**src/rtl/hwmon_lim_pkg.sv**
```systemverilog
// Shared address map and constants for the limit comparator.
// Assumes at most 16 channels, so status and mask each fit in two bytes.
package hwmon_lim_pkg;
    localparam int ADDR_W = 6;
    typedef logic [ADDR_W-1:0] reg_addr_t;

    localparam reg_addr_t ADR_VALUE = 6'h00;
    localparam reg_addr_t ADR_HIGH  = 6'h10;
    localparam reg_addr_t ADR_LOW   = 6'h20;
    localparam reg_addr_t ADR_STAT  = 6'h30;
    localparam reg_addr_t ADR_MASK  = 6'h32;
    localparam reg_addr_t ADR_CFG   = 6'h3F;

    localparam int CFG_IRQ_EN = 1;
endpackage

```
**src/rtl/hwmon_lim_regs.sv**
```systemverilog
// Register file: stores measurements, limits, masks and the configuration
// byte, owns the address pointer, and serves the read mux.
// Assumes DW-wide status/mask banks, NCH <= 2*DW, and strobes that are one
// cycle wide. A pointer load wins over a data strobe in the same cycle.
module hwmon_lim_regs
    import hwmon_lim_pkg::*;
#(
    parameter int NCH  = 9,
    parameter int NLIM = 7,
    parameter int DW   = 8,
    parameter int SW   = 4
) (
    input  logic                    clk,
    input  logic                    rst_n,
    input  logic                    meas_we,
    input  logic [SW-1:0]           meas_sel,
    input  logic [DW-1:0]           meas_val,
    input  logic                    ptr_we,
    input  logic                    wr,
    input  logic                    rd,
    input  logic [DW-1:0]           wdata,
    output logic [DW-1:0]           rdata,
    input  logic [NCH-1:0]          status,
    output logic [NCH-1:0][DW-1:0]  val_q,
    output logic [NCH-1:0][DW-1:0]  hi_q,
    output logic [NCH-1:0][DW-1:0]  lo_q,
    output logic [NCH-1:0]          mask_q,
    output logic                    irq_en,
    output logic [NCH-1:0]          rd_clr
);
    localparam int NB = (NCH + DW - 1) / DW;

    reg_addr_t       ptr_q;
    logic [DW-1:0]   cfg_q;
    logic            wr_go;
    logic            rd_go;
    logic [NB*DW-1:0] stat_pad;
    logic [NB*DW-1:0] mask_pad;

    assign wr_go    = wr && !ptr_we;
    assign rd_go    = rd && !ptr_we;
    assign irq_en   = cfg_q[CFG_IRQ_EN];
    assign stat_pad = (NB*DW)'(status);
    assign mask_pad = (NB*DW)'(mask_q);

    // Capture each accepted measurement into its channel's value register
    always_ff @(posedge clk) begin
        if (!rst_n) begin
            val_q <= '0;
        end else begin
            for (int ch = 0; ch < NCH; ch++) begin
                if (meas_we && int'(meas_sel) == ch) val_q[ch] <= meas_val;
            end
        end
    end

    // High limits, written through the port
    always_ff @(posedge clk) begin
        if (!rst_n) begin
            hi_q <= '1;
        end else begin
            for (int ch = 0; ch < NCH; ch++) begin
                if (wr_go && ptr_q == ADR_HIGH + ADDR_W'(ch)) hi_q[ch] <= wdata;
            end
        end
    end

    // Low limits; fan entries are never written and stay at zero
    always_ff @(posedge clk) begin
        if (!rst_n) begin
            lo_q <= '0;
        end else begin
            for (int ch = 0; ch < NLIM; ch++) begin
                if (wr_go && ptr_q == ADR_LOW + ADDR_W'(ch)) lo_q[ch] <= wdata;
            end
        end
    end

    // Per-channel mask bits packed DW to a byte
    always_ff @(posedge clk) begin
        if (!rst_n) begin
            mask_q <= '0;
        end else begin
            for (int ch = 0; ch < NCH; ch++) begin
                if (wr_go && ptr_q == ADR_MASK + ADDR_W'(ch / DW))
                    mask_q[ch] <= wdata[ch % DW];
            end
        end
    end

    // Configuration byte holding the interrupt enable
    always_ff @(posedge clk) begin
        if (!rst_n)                          cfg_q <= '0;
        else if (wr_go && ptr_q == ADR_CFG)  cfg_q <= wdata;
    end

    // Address pointer: load, or step after each data access
    always_ff @(posedge clk) begin
        if (!rst_n)              ptr_q <= '0;
        else if (ptr_we)         ptr_q <= wdata[ADDR_W-1:0];
        else if (wr_go || rd_go) ptr_q <= ptr_q + ADDR_W'(1);
    end

    // Clear requests for the status bank under a read strobe
    always_comb begin
        for (int ch = 0; ch < NCH; ch++)
            rd_clr[ch] = rd_go && (ptr_q == ADR_STAT + ADDR_W'(ch / DW));
    end

    // Read mux for the register at the pointer
    always_comb begin
        rdata = '0;
        for (int ch = 0; ch < NCH; ch++) begin
            if (ptr_q == ADR_VALUE + ADDR_W'(ch)) rdata = val_q[ch];
            if (ptr_q == ADR_HIGH + ADDR_W'(ch))  rdata = hi_q[ch];
            if (ch < NLIM && ptr_q == ADR_LOW + ADDR_W'(ch)) rdata = lo_q[ch];
        end
        for (int b = 0; b < NB; b++) begin
            if (ptr_q == ADR_STAT + ADDR_W'(b)) rdata = stat_pad[b*DW +: DW];
            if (ptr_q == ADR_MASK + ADDR_W'(b)) rdata = mask_pad[b*DW +: DW];
        end
        if (ptr_q == ADR_CFG) rdata = cfg_q;
    end


    ptr_step_chk: assert property (@(posedge clk) disable iff (!rst_n)
        (!ptr_we && (wr || rd)) |=> ptr_q == $past(ptr_q) + ADDR_W'(1));


    value_hold_chk: assert property (@(posedge clk) disable iff (!rst_n)
        !meas_we |=> $stable(val_q));
endmodule

```
**src/rtl/hwmon_lim_cmp.sv**
```systemverilog
// Shared compare stage: registers the channel of the latest accepted
// measurement and checks the stored value against that channel's limits
// one cycle later. Channels at or above NLIM have no low limit.
// Assumes at most one measurement strobe per cycle.
module hwmon_lim_cmp #(
    parameter int NCH  = 9,
    parameter int NLIM = 7,
    parameter int DW   = 8,
    parameter int SW   = 4
) (
    input  logic                    clk,
    input  logic                    rst_n,
    input  logic                    meas_we,
    input  logic [SW-1:0]           meas_sel,
    input  logic [NCH-1:0][DW-1:0]  val_q,
    input  logic [NCH-1:0][DW-1:0]  hi_q,
    input  logic [NCH-1:0][DW-1:0]  lo_q,
    output logic [NCH-1:0]          cmp_hit,
    output logic                    cmp_bad
);
    logic           pend_q;
    logic [SW-1:0]  idx_q;
    logic [DW-1:0]  cur_v;
    logic [DW-1:0]  cur_hi;
    logic [DW-1:0]  cur_lo;
    logic           has_low;

    // Queue the next compare for an in-range channel
    always_ff @(posedge clk) begin
        if (!rst_n) begin
            pend_q <= 1'b0;
            idx_q  <= '0;
        end else begin
            pend_q <= meas_we && (int'(meas_sel) < NCH);
            idx_q  <= meas_sel;
        end
    end

    // Fetch the operands of the queued channel and judge them
    always_comb begin
        cur_v   = val_q[idx_q];
        cur_hi  = hi_q[idx_q];
        cur_lo  = lo_q[idx_q];
        has_low = int'(idx_q) < NLIM;
        cmp_bad = pend_q && ((cur_v > cur_hi) || (has_low && cur_v < cur_lo));
        for (int ch = 0; ch < NCH; ch++)
            cmp_hit[ch] = pend_q && (int'(idx_q) == ch);
    end


    fan_low_ignored_chk: assert property (@(posedge clk) disable iff (!rst_n)
        (pend_q && int'(idx_q) >= NLIM && cur_v <= cur_hi) |-> !cmp_bad);


    one_compare_chk: assert property (@(posedge clk) disable iff (!rst_n)
        $onehot0(cmp_hit));
endmodule

```
**src/rtl/hwmon_lim_stat.sv**
```systemverilog
// Sticky status bits with clear-on-read, and the gated interrupt.
// A bit is set by a failing compare; a read clears it to the latest
// compare result of its channel, and a same-edge compare takes precedence.
module hwmon_lim_stat #(
    parameter int NCH = 9
) (
    input  logic            clk,
    input  logic            rst_n,
    input  logic [NCH-1:0]  cmp_hit,
    input  logic            cmp_bad,
    input  logic [NCH-1:0]  rd_clr,
    input  logic [NCH-1:0]  mask_q,
    input  logic            irq_en,
    output logic [NCH-1:0]  status,
    output logic            irq_n
);
    logic [NCH-1:0] stat_q;
    logic [NCH-1:0] live_q;
    logic [NCH-1:0] live_now;

    // Latest compare result per channel, including this cycle's compare
    always_comb begin
        for (int ch = 0; ch < NCH; ch++)
            live_now[ch] = cmp_hit[ch] ? cmp_bad : live_q[ch];
    end

    // Hold the latest result and update the sticky bits
    always_ff @(posedge clk) begin
        if (!rst_n) begin
            live_q <= '0;
            stat_q <= '0;
        end else begin
            live_q <= live_now;
            for (int ch = 0; ch < NCH; ch++)
                stat_q[ch] <= (cmp_hit[ch] && cmp_bad) |
                              (rd_clr[ch] ? live_now[ch] : stat_q[ch]);
        end
    end

    assign status = stat_q;
    assign irq_n  = !(irq_en && |(stat_q & ~mask_q));

    for (genvar g = 0; g < NCH; g++) begin : g_chk

        set_chk: assert property (@(posedge clk) disable iff (!rst_n)
            (cmp_hit[g] && cmp_bad) |=> stat_q[g]);

        sticky_chk: assert property (@(posedge clk) disable iff (!rst_n)
            (stat_q[g] && !rd_clr[g]) |=> stat_q[g]);

        clear_chk: assert property (@(posedge clk) disable iff (!rst_n)
            (rd_clr[g] && !cmp_hit[g] && !live_q[g]) |=> !stat_q[g]);
    end
endmodule

```
**src/rtl/hwmon_limit_irq.sv**
```systemverilog
// Top of the limit comparator: six voltage channels, one temperature
// channel and two fan counts by default. Measurements enter through a
// write strobe; software uses a pointer-addressed byte port.
module hwmon_limit_irq #(
    parameter int N_VOLT = 6,
    parameter int N_TEMP = 1,
    parameter int N_FAN  = 2,
    parameter int DW     = 8
) (
    input  logic        clk,
    input  logic        rst_n,
    input  logic        meas_we,
    input  logic [3:0]  meas_sel,
    input  logic [7:0]  meas_val,
    input  logic        bus_ptr_we,
    input  logic        bus_wr,
    input  logic        bus_rd,
    input  logic [7:0]  bus_wdata,
    output logic [7:0]  bus_rdata,
    output logic        irq_n
);
    localparam int NCH  = N_VOLT + N_TEMP + N_FAN;
    localparam int NLIM = N_VOLT + N_TEMP;
    localparam int SW   = 4;

    logic [NCH-1:0][DW-1:0] val_q;
    logic [NCH-1:0][DW-1:0] hi_q;
    logic [NCH-1:0][DW-1:0] lo_q;
    logic [NCH-1:0]         mask_q;
    logic [NCH-1:0]         rd_clr;
    logic [NCH-1:0]         cmp_hit;
    logic [NCH-1:0]         status;
    logic                   cmp_bad;
    logic                   irq_en;

    hwmon_lim_regs #(.NCH(NCH), .NLIM(NLIM), .DW(DW), .SW(SW)) u_regs (
        .clk      (clk),
        .rst_n    (rst_n),
        .meas_we  (meas_we),
        .meas_sel (meas_sel),
        .meas_val (meas_val),
        .ptr_we   (bus_ptr_we),
        .wr       (bus_wr),
        .rd       (bus_rd),
        .wdata    (bus_wdata),
        .rdata    (bus_rdata),
        .status   (status),
        .val_q    (val_q),
        .hi_q     (hi_q),
        .lo_q     (lo_q),
        .mask_q   (mask_q),
        .irq_en   (irq_en),
        .rd_clr   (rd_clr)
    );

    hwmon_lim_cmp #(.NCH(NCH), .NLIM(NLIM), .DW(DW), .SW(SW)) u_cmp (
        .clk      (clk),
        .rst_n    (rst_n),
        .meas_we  (meas_we),
        .meas_sel (meas_sel),
        .val_q    (val_q),
        .hi_q     (hi_q),
        .lo_q     (lo_q),
        .cmp_hit  (cmp_hit),
        .cmp_bad  (cmp_bad)
    );

    hwmon_lim_stat #(.NCH(NCH)) u_stat (
        .clk      (clk),
        .rst_n    (rst_n),
        .cmp_hit  (cmp_hit),
        .cmp_bad  (cmp_bad),
        .rd_clr   (rd_clr),
        .mask_q   (mask_q),
        .irq_en   (irq_en),
        .status   (status),
        .irq_n    (irq_n)
    );


    irq_gate_chk: assert property (@(posedge clk) disable iff (!rst_n)
        !irq_en |-> irq_n);
endmodule

```
**config.mk**
```make
export PLATFORM = sky130hd
export DESIGN_NAME = hwmon_limit_irq
export DESIGN_NICKNAME = d
export VERILOG_FILES = /design/src/rtl/hwmon_lim_pkg.sv /design/src/rtl/hwmon_lim_regs.sv /design/src/rtl/hwmon_lim_cmp.sv /design/src/rtl/hwmon_lim_stat.sv /design/src/rtl/hwmon_limit_irq.sv
export SDC_FILE = /design/constraint.sdc
export NUM_CORES = 1
export LEC_CHECK = 0
export BUFFER_PORTS_ARGS = -buffer_cell sky130_fd_sc_hd__buf_2
export CELL_PAD_IN_SITES_DETAIL_PLACEMENT = 0
export CELL_PAD_IN_SITES_GLOBAL_PLACEMENT = 1
export CORE_AREA = 4 4 164 197
export DETAILED_ROUTE_END_ITERATION = 8
export DIE_AREA = 0 0 168 201
export GPL_ROUTABILITY_DRIVEN = 0
export MAX_ROUTING_LAYER = met4
export PLACE_DENSITY = 0.86
export SLEW_MARGIN = 30
export SYNTH_ARGS = -nofsm -noshare
export SYNTH_HDL_FRONTEND = slang
export SYNTH_HIERARCHICAL = 1
export SYNTH_SLANG_ARGS = --single-unit
export TNS_END_PERCENT = 10
```
**constraint.sdc**
```tcl
create_clock -name clk -period 4.24 [get_ports clk]
set_clock_uncertainty 0.15 [all_clocks]
set_input_delay 0.212 -clock clk [delete_from_list [all_inputs] [get_ports clk]]
set_output_delay 0.212 -clock clk [all_outputs]
set_load 0.01 [all_outputs]
```
==> results of run 1 <==
[final cells by class]
cell class,count,area [um2],share of cell area (%)
diodes,5,12.5,0.0795
clock buffers,37,762,4.84
clock inverters,8,76.3,0.485
inverters,20,75.1,0.477
multi-input cells,1380,8760,55.6
flip-flops and latches,246,4930,31.3
well taps,396,495,3.15
repair buffers,87,629,4.00
[per-layer routing]
metal / GRT usage, % / vias up / share of wire (%)
met2: 51.4 / 1015 / 44
met4: 24.4 / 0 / 9.7
met3: 9.20 / 358 / 11
li1: - / 6263 / -
met1: 39.8 / 6762 / 36
met5: - / - / 0
[timing repair]
item	CTS	global route
endpoints found under the hold margin	122	0
setup endpoints to repair	0	5
resized for setup	0	4
hold buffers	17	0
[worst max-delay path by stage]
stage                          startpoint               end  slack (ns)
after global placement     u_cmp/idx_q[0]  u_stat/live_q[0]        0.58
after CTS                 u_regs/ptr_q[5]      bus_rdata[2]        0.12
final                     u_regs/ptr_q[4]      bus_rdata[1]       -0.04
after global routing      u_regs/ptr_q[1]      bus_rdata[7]       -0.07
after floorplan            u_cmp/idx_q[1]  u_stat/live_q[0]        0.73
after detailed placement   u_cmp/idx_q[1]  u_stat/status[8]        0.41
[through the flow]
step / TNS (ns) / hold slack (ns)
floorplan: 0 / 0.184
global placement: 0 / 0.303
detailed placement: 0 / 0.310
CTS: 0 / 0.0383
global route: -0.0719 / 0.0340
finish: -0.0392 / 0.0342
[registers in the layout (all words and copies together) (netlist names), 4 cells and up]
| name | cells |
|---|---|
| u_regs/val_q | 72 |
| u_regs/cfg_q | 8 |
| u_regs/ptr_q | 6 |
| u_regs/lo_q | 56 |
| u_cmp/idx_q | 4 |
| u_stat/live_q | 9 |
| u_regs/hi_q | 72 |
| u_regs/mask_q | 9 |
| u_stat/status | 9 |
[power by group through the flow]
| stage | Combinational (mW) | Sequential [mW] | Clock, mW |
|---|---|---|---|
| 2_1_floorplan | 0.417 | 2.40 | 0 |
| 3_3_place_gp | 0.573 | 2.43 | 0 |
| 3_5_place_dp | 0.576 | 2.43 | 0 |
| 4_1_cts | 0.591 | 2.38 | 2.29 |
| 5_1_grt | 0.648 | 2.38 | 2.39 |
| 6_report | 0.625 | 2.38 | 2.25 |
[cells by family after synthesis]
| kind of cell | synth area share, % |
|---|---|
| compound gates | 17.9 |
| xor+xnor | 0.303 |
| fa+ha+maj | 1.65 |
| buf+inv | 5.67 |
| flops | 34.1 |
| mux | 12.7 |
| other cells | 0.0260 |
| simple gates | 27.7 |
[worst max-delay path, cell delays in order, from the launching register on]
cell and delay [ns]:
dfxtp_2 0.73, buf_4 0.32, nor2b_1 0.19, buf_4 0.23
nand3_1 0.32, o22ai_1 0.23, nor2_1 0.08, a31oi_1 0.55
o22ai_1 0.29, a211o_1 0.27, buf_2 0.14
[cell usage after synthesis, types with 19 or more instances]
master / instances / area [um2]
nand2b_1: 36 / 225
clkbuf_1: 80 / 300
nand2_1: 386 / 1450
a31oi_1: 20 / 125
buf_4: 27 / 203
ha_1: 19 / 238
a21boi_0: 73 / 548
mux2i_1: 79 / 791
mux4_2: 46 / 1040
nor3_1: 23 / 115
a22oi_1: 31 / 233
nand3_1: 106 / 531
buf_2: 24 / 120
nor2b_1: 89 / 557
o21ai_0: 60 / 300
dfxtp_1: 246 / 4920
o22ai_1: 31 / 194
nor2_1: 93 / 349
a21oi_1: 64 / 320
==> impl_metrics.json, run 1 <==
{
  "synth.yosys.seq_area_share_pct": 34.1,
  "post_synth.cell_area_avg_um2": 8.09,
  "ys_ff_latch": 246,
  "fin_nets": 1805,
  "clk_pin_slew_ns": 0.06,
  "detailedPlace.worstSlack_ns": 0.411,
  "final-hold-violation-count": 0,
  "crit_path_end_kind": "output pin",
  "grt_overflow_total": 0,
  "rows": 70,
  "vias": 14400,
  "fin_util_pct": 51.8,
  "p_switching_mw": 1.40,
  "hp-class": "input port to register",
  "grt_setup_unrepaired": "yes",
  "p_leak_nw": 5.92,
  "worstPathRequired_ns": 3.88,
  "post-route-cell-area_mm2": 0.0157,
  "synth_area_mm2": 0.0144,
  "p_per_area_mw_per_mm2": 334,
  "cts_tree": "done",
  "cts.sinks": 246,
  "clock_latency_ns": 0.55,
  "final_cells": 2179,
  "antenna_found_initial": 5,
  "cts_buffer_depth": 3,
  "dr.pass1.iters": 9,
  "grt.total_usage_pct": 34.4,
  "core-area_mm2": 0.0304,
  "reg2regPathDepth": 10,
  "cts_buffers": 25,
  "hold_depth": 3,
  "timing.rr.start": "u_cmp/idx_q[1]",
  "ys_warn_count": 6,
  "pwr-share-seq_pct": 45.3,
  "drtIter0Drc": 2770,
  "die_h_um": 201,
  "dpl-instance-area_mm2": 0.0147,
  "power.internal_mw": 3.86,
  "clockRootBuffer": "clkbuf_16",
  "swShare_pct": 26.6,
  "syn_to_final_growth_pct": 9.08,
  "crit_path_max_fanout": 24,
  "finalMaxSlewViolations": 0,
  "placed_cells": 2112,
  "maxCapViolations": 0,
  "htree_levels": 1,
  "worstHoldStart": "bus_wdata[3]",
  "async_flop_share_pct": 0,
  "layout.cells.most_common_list": "386 x nand2_1, 242 x dfxtp_1, 106 x nand3_1",
  "tightest_slew_ns": 0.935,
  "worstSetupStartpointType": "register",
  "fmaxAchievable_mhz": 234,
  "synth_cell_types": 79,
  "report.final.setup_viol": 2,
  "die-area_mm2": 0.0338,
  "fillers": 2874,
  "ioPinCount": 35,
  "grt_start_max_net_pins": 140,
  "ys.flop_type": "dfxtp_1",
  "port_buffers": 34,
  "ant_nets": 0,
  "critPathArrivalTime_ns": 3.91,
  "path_class": "register to output pin",
  "start_util_pct": 47.5,
  "power_mw": 5.26,
  "layout-drive-gt1-share_pct": 10.5,
  "min_period_ns": 4.28,
  "clkPwrFrac_pct": 42.8,
  "syn_inst": 1784,
  "wl_per_cell_um": 27.1,
  "avgViaCountPerCell": 6.61,
  "first_global_vias": 13300,
  "drcViolationCount": 1,
  "grt_pass1_wl_um": 86100,
  "post_cts_buffers": 0,
  "r2r_setup_slack_ns": 0.22,
  "r2r-end": "u_stat/status[8]",
  "combPwrFrac_pct": 11.9,
  "hpwl_um": 42200,
  "violations": "design-rule violations, negative setup slack",
  "die_w_um": 168,
  "holdPathEnd": "u_regs/lo_q[27]",
  "setup_ws_ns": -0.0364,
  "peakVddDrop_v": 0.000266,
  "drt-total-wl_um": 59100,
  "period_share_pct": 101,
  "synth-edff-count": 0,
  "slew_headroom_pct": 37.6,
  "mostFrequentLayoutCell": "nand2_1",
  "status": "finished with violations"
}
(Power assumes the default switching activity.)
==> inputs of run 2 (changes only) <==
--- a/config.mk
+++ b/config.mk
@@ -6,11 +6,11 @@
 export NUM_CORES = 1
 export LEC_CHECK = 0
 export BUFFER_PORTS_ARGS = -buffer_cell sky130_fd_sc_hd__buf_2
-export CELL_PAD_IN_SITES_DETAIL_PLACEMENT = 0
-export CELL_PAD_IN_SITES_GLOBAL_PLACEMENT = 1
-export CORE_AREA = 4 4 164 197
+export CELL_PAD_IN_SITES_DETAIL_PLACEMENT = 1
+export CELL_PAD_IN_SITES_GLOBAL_PLACEMENT = 2
+export CORE_AREA = 4 4 181 218
 export DETAILED_ROUTE_END_ITERATION = 8
-export DIE_AREA = 0 0 168 201
+export DIE_AREA = 0 0 185 222
 export GPL_ROUTABILITY_DRIVEN = 0
 export MAX_ROUTING_LAYER = met4
 export PLACE_DENSITY = 0.86
==> run 2 against run 1 <==
Against the previous run: the flow finishes with violations (negative setup slack); clock-buffer cell count decreased by 1; largest cell class unchanged; critical path type unchanged; sequential power hardly changed; largest power group is now clock; final cell count increased by 4.4%; sequential share of layout area down 0.50 points.
==> impl_metrics.json, run 2 (synthesis gave the netlist of run 1 again) <==
{
  "status": "finished with violations",
  "violations": "negative setup slack",
  "top_regs": "u_regs/hi_q (72), u_regs/val_q (72), u_regs/lo_q (56)",
  "maxCapViolations": 0,
  "p_per_area_mw_per_mm2": 340,
  "p_leak_nw": 6.02,
  "rows": 78,
  "layout-drive-gt1-share_pct": 11.5,
  "dpl-instance-area_mm2": 0.0149,
  "drtIter0Drc": 1894,
  "cts_buffer_depth": 3,
  "period_share_pct": 100,
  "grt.total_usage_pct": 31.2,
  "wl_per_cell_um": 28.2,
  "grt_start_max_net_pins": 147,
  "ioPinCount": 35,
  "power_mw": 5.45,
  "layout.cells.most_common_list": "386 x nand2_1, 242 x dfxtp_1, 106 x nand3_1",
  "path_class": "register to output pin",
  "tightest_slew_ns": 1.01,
  "cts_tree": "done",
  "post-route-cell-area_mm2": 0.0160,
  "htree_levels": 1,
  "multiInputGateArea_mm2": 0.00876,
  "setup_ws_ns": -0.000796,
  "core-area_mm2": 0.0375,
  "clock_latency_ns": 0.55,
  "antenna_found_initial": 1,
  "die-area_mm2": 0.0411,
  "dr.pass1.iters": 6,
  "hpwl_um": 48200,
  "crit_path_max_fanout": 13,
  "port_buffers": 34,
  "seqCellArea_mm2": 0.00493,
  "fin_nets": 1818,
  "cts.sinks": 246,
  "avgViaCountPerCell": 6.39,
  "hp-class": "input port to register",
  "clockRootBuffer": "clkbuf_16",
  "grt_pass1_wl_um": 95200,
  "peakVddDrop_v": 0.000236,
  "drt-total-wl_um": 64200,
  "die_w_um": 185,
  "vias": 14500,
  "detailedPlace.worstSlack_ns": 0.405,
  "fillers": 4517,
  "final-hold-violation-count": 0,
  "drcViolationCount": 0,
  "cts_buffers": 26,
  "min_period_ns": 4.24,
  "report.final.setup_viol": 1,
  "grt_setup_unrepaired": "no",
  "syn_to_final_growth_pct": 10.9,
  "mostFrequentLayoutCell": "nand2_1",
  "worstSetupStartpointType": "register",
  "crit_path_end_kind": "output pin",
  "worstPathRequired_ns": 3.88,
  "start_util_pct": 38.5,
  "first_global_vias": 14600,
  "clk_pin_slew_ns": 0.06,
  "die_h_um": 222,
  "finalMaxSlewViolations": 0,
  "fmaxAchievable_mhz": 236,
  "ant_nets": 0,
  "slew_headroom_pct": 32.4,
  "critPathArrivalTime_ns": 3.88,
  "grt_overflow_total": 0
}
[run 2: metrics by stage]
step	hold WS, ns	setup TNS, ns	instances	util (%)
final	0.0294	-0.000796	2274	42.7
after global routing	0.0445	0	2274	42.7
after CTS	0.0124	0	2273	42.7
after detailed placement	0.316	0	2210	39.9
after global placement	0.308	0	2210	39.9
after floorplan	0.184	0	1799	-
[run 2: cell type report]
cell class	instances	share of cell area, %
multi-input combinational	1380	54.8
clock inverter	12	0.751
timing repair buffer	99	4.54
inverter	20	0.469
sequential	246	30.8
clock buffer	36	4.87
antenna	1	0.0156
tap	480	3.75
[run 2: worst max-delay path, stage by stage, from the launching register on]
cell and delay (ns):
dfxtp_1 0.82, buf_4 0.34, and4bb_4 0.24, and2_1 0.29, nand2_1 0.15, nand4_1 0.15
a2111oi_2 0.55, a2111oi_0 0.19, or3_1 0.40, buf_2 0.17
[run 2: where the power goes]
group          switching (mW)  total [mW]  internal (mW)
registers              0.0520        2.38           2.33
logic                   0.424       0.652          0.228
clock network            1.00        2.41           1.41
[run 2: routing by layer]
metal / track usage [%] / vias to the layer above / part of all wire, %
met4: 16.4 / 0 / 6.8
met3: 5.81 / 263 / 9.1
met5: - / - / 0
li1: - / 6278 / -
met2: 47.5 / 860 / 45
met1: 39.4 / 7138 / 39
[run 2: what timing repair did]
action,in CTS,in global routing
endpoints found under the hold margin,80,0
setup buffers,0,0
endpoints found under the setup margin,0,1
resized for setup,0,2
hold buffers,15,0
[run 2: worst paths after layout]
kind                    start                to  slack (ns)  cells after the start
max           u_regs/ptr_q[3]      bus_rdata[7]     -0.0008                      9
min              bus_wdata[6]   u_regs/lo_q[30]        0.03                      3
max reg2reg    u_cmp/idx_q[0]  u_stat/status[5]        0.36                     13
min reg2reg  u_stat/live_q[8]  u_stat/live_q[8]        0.32                      2
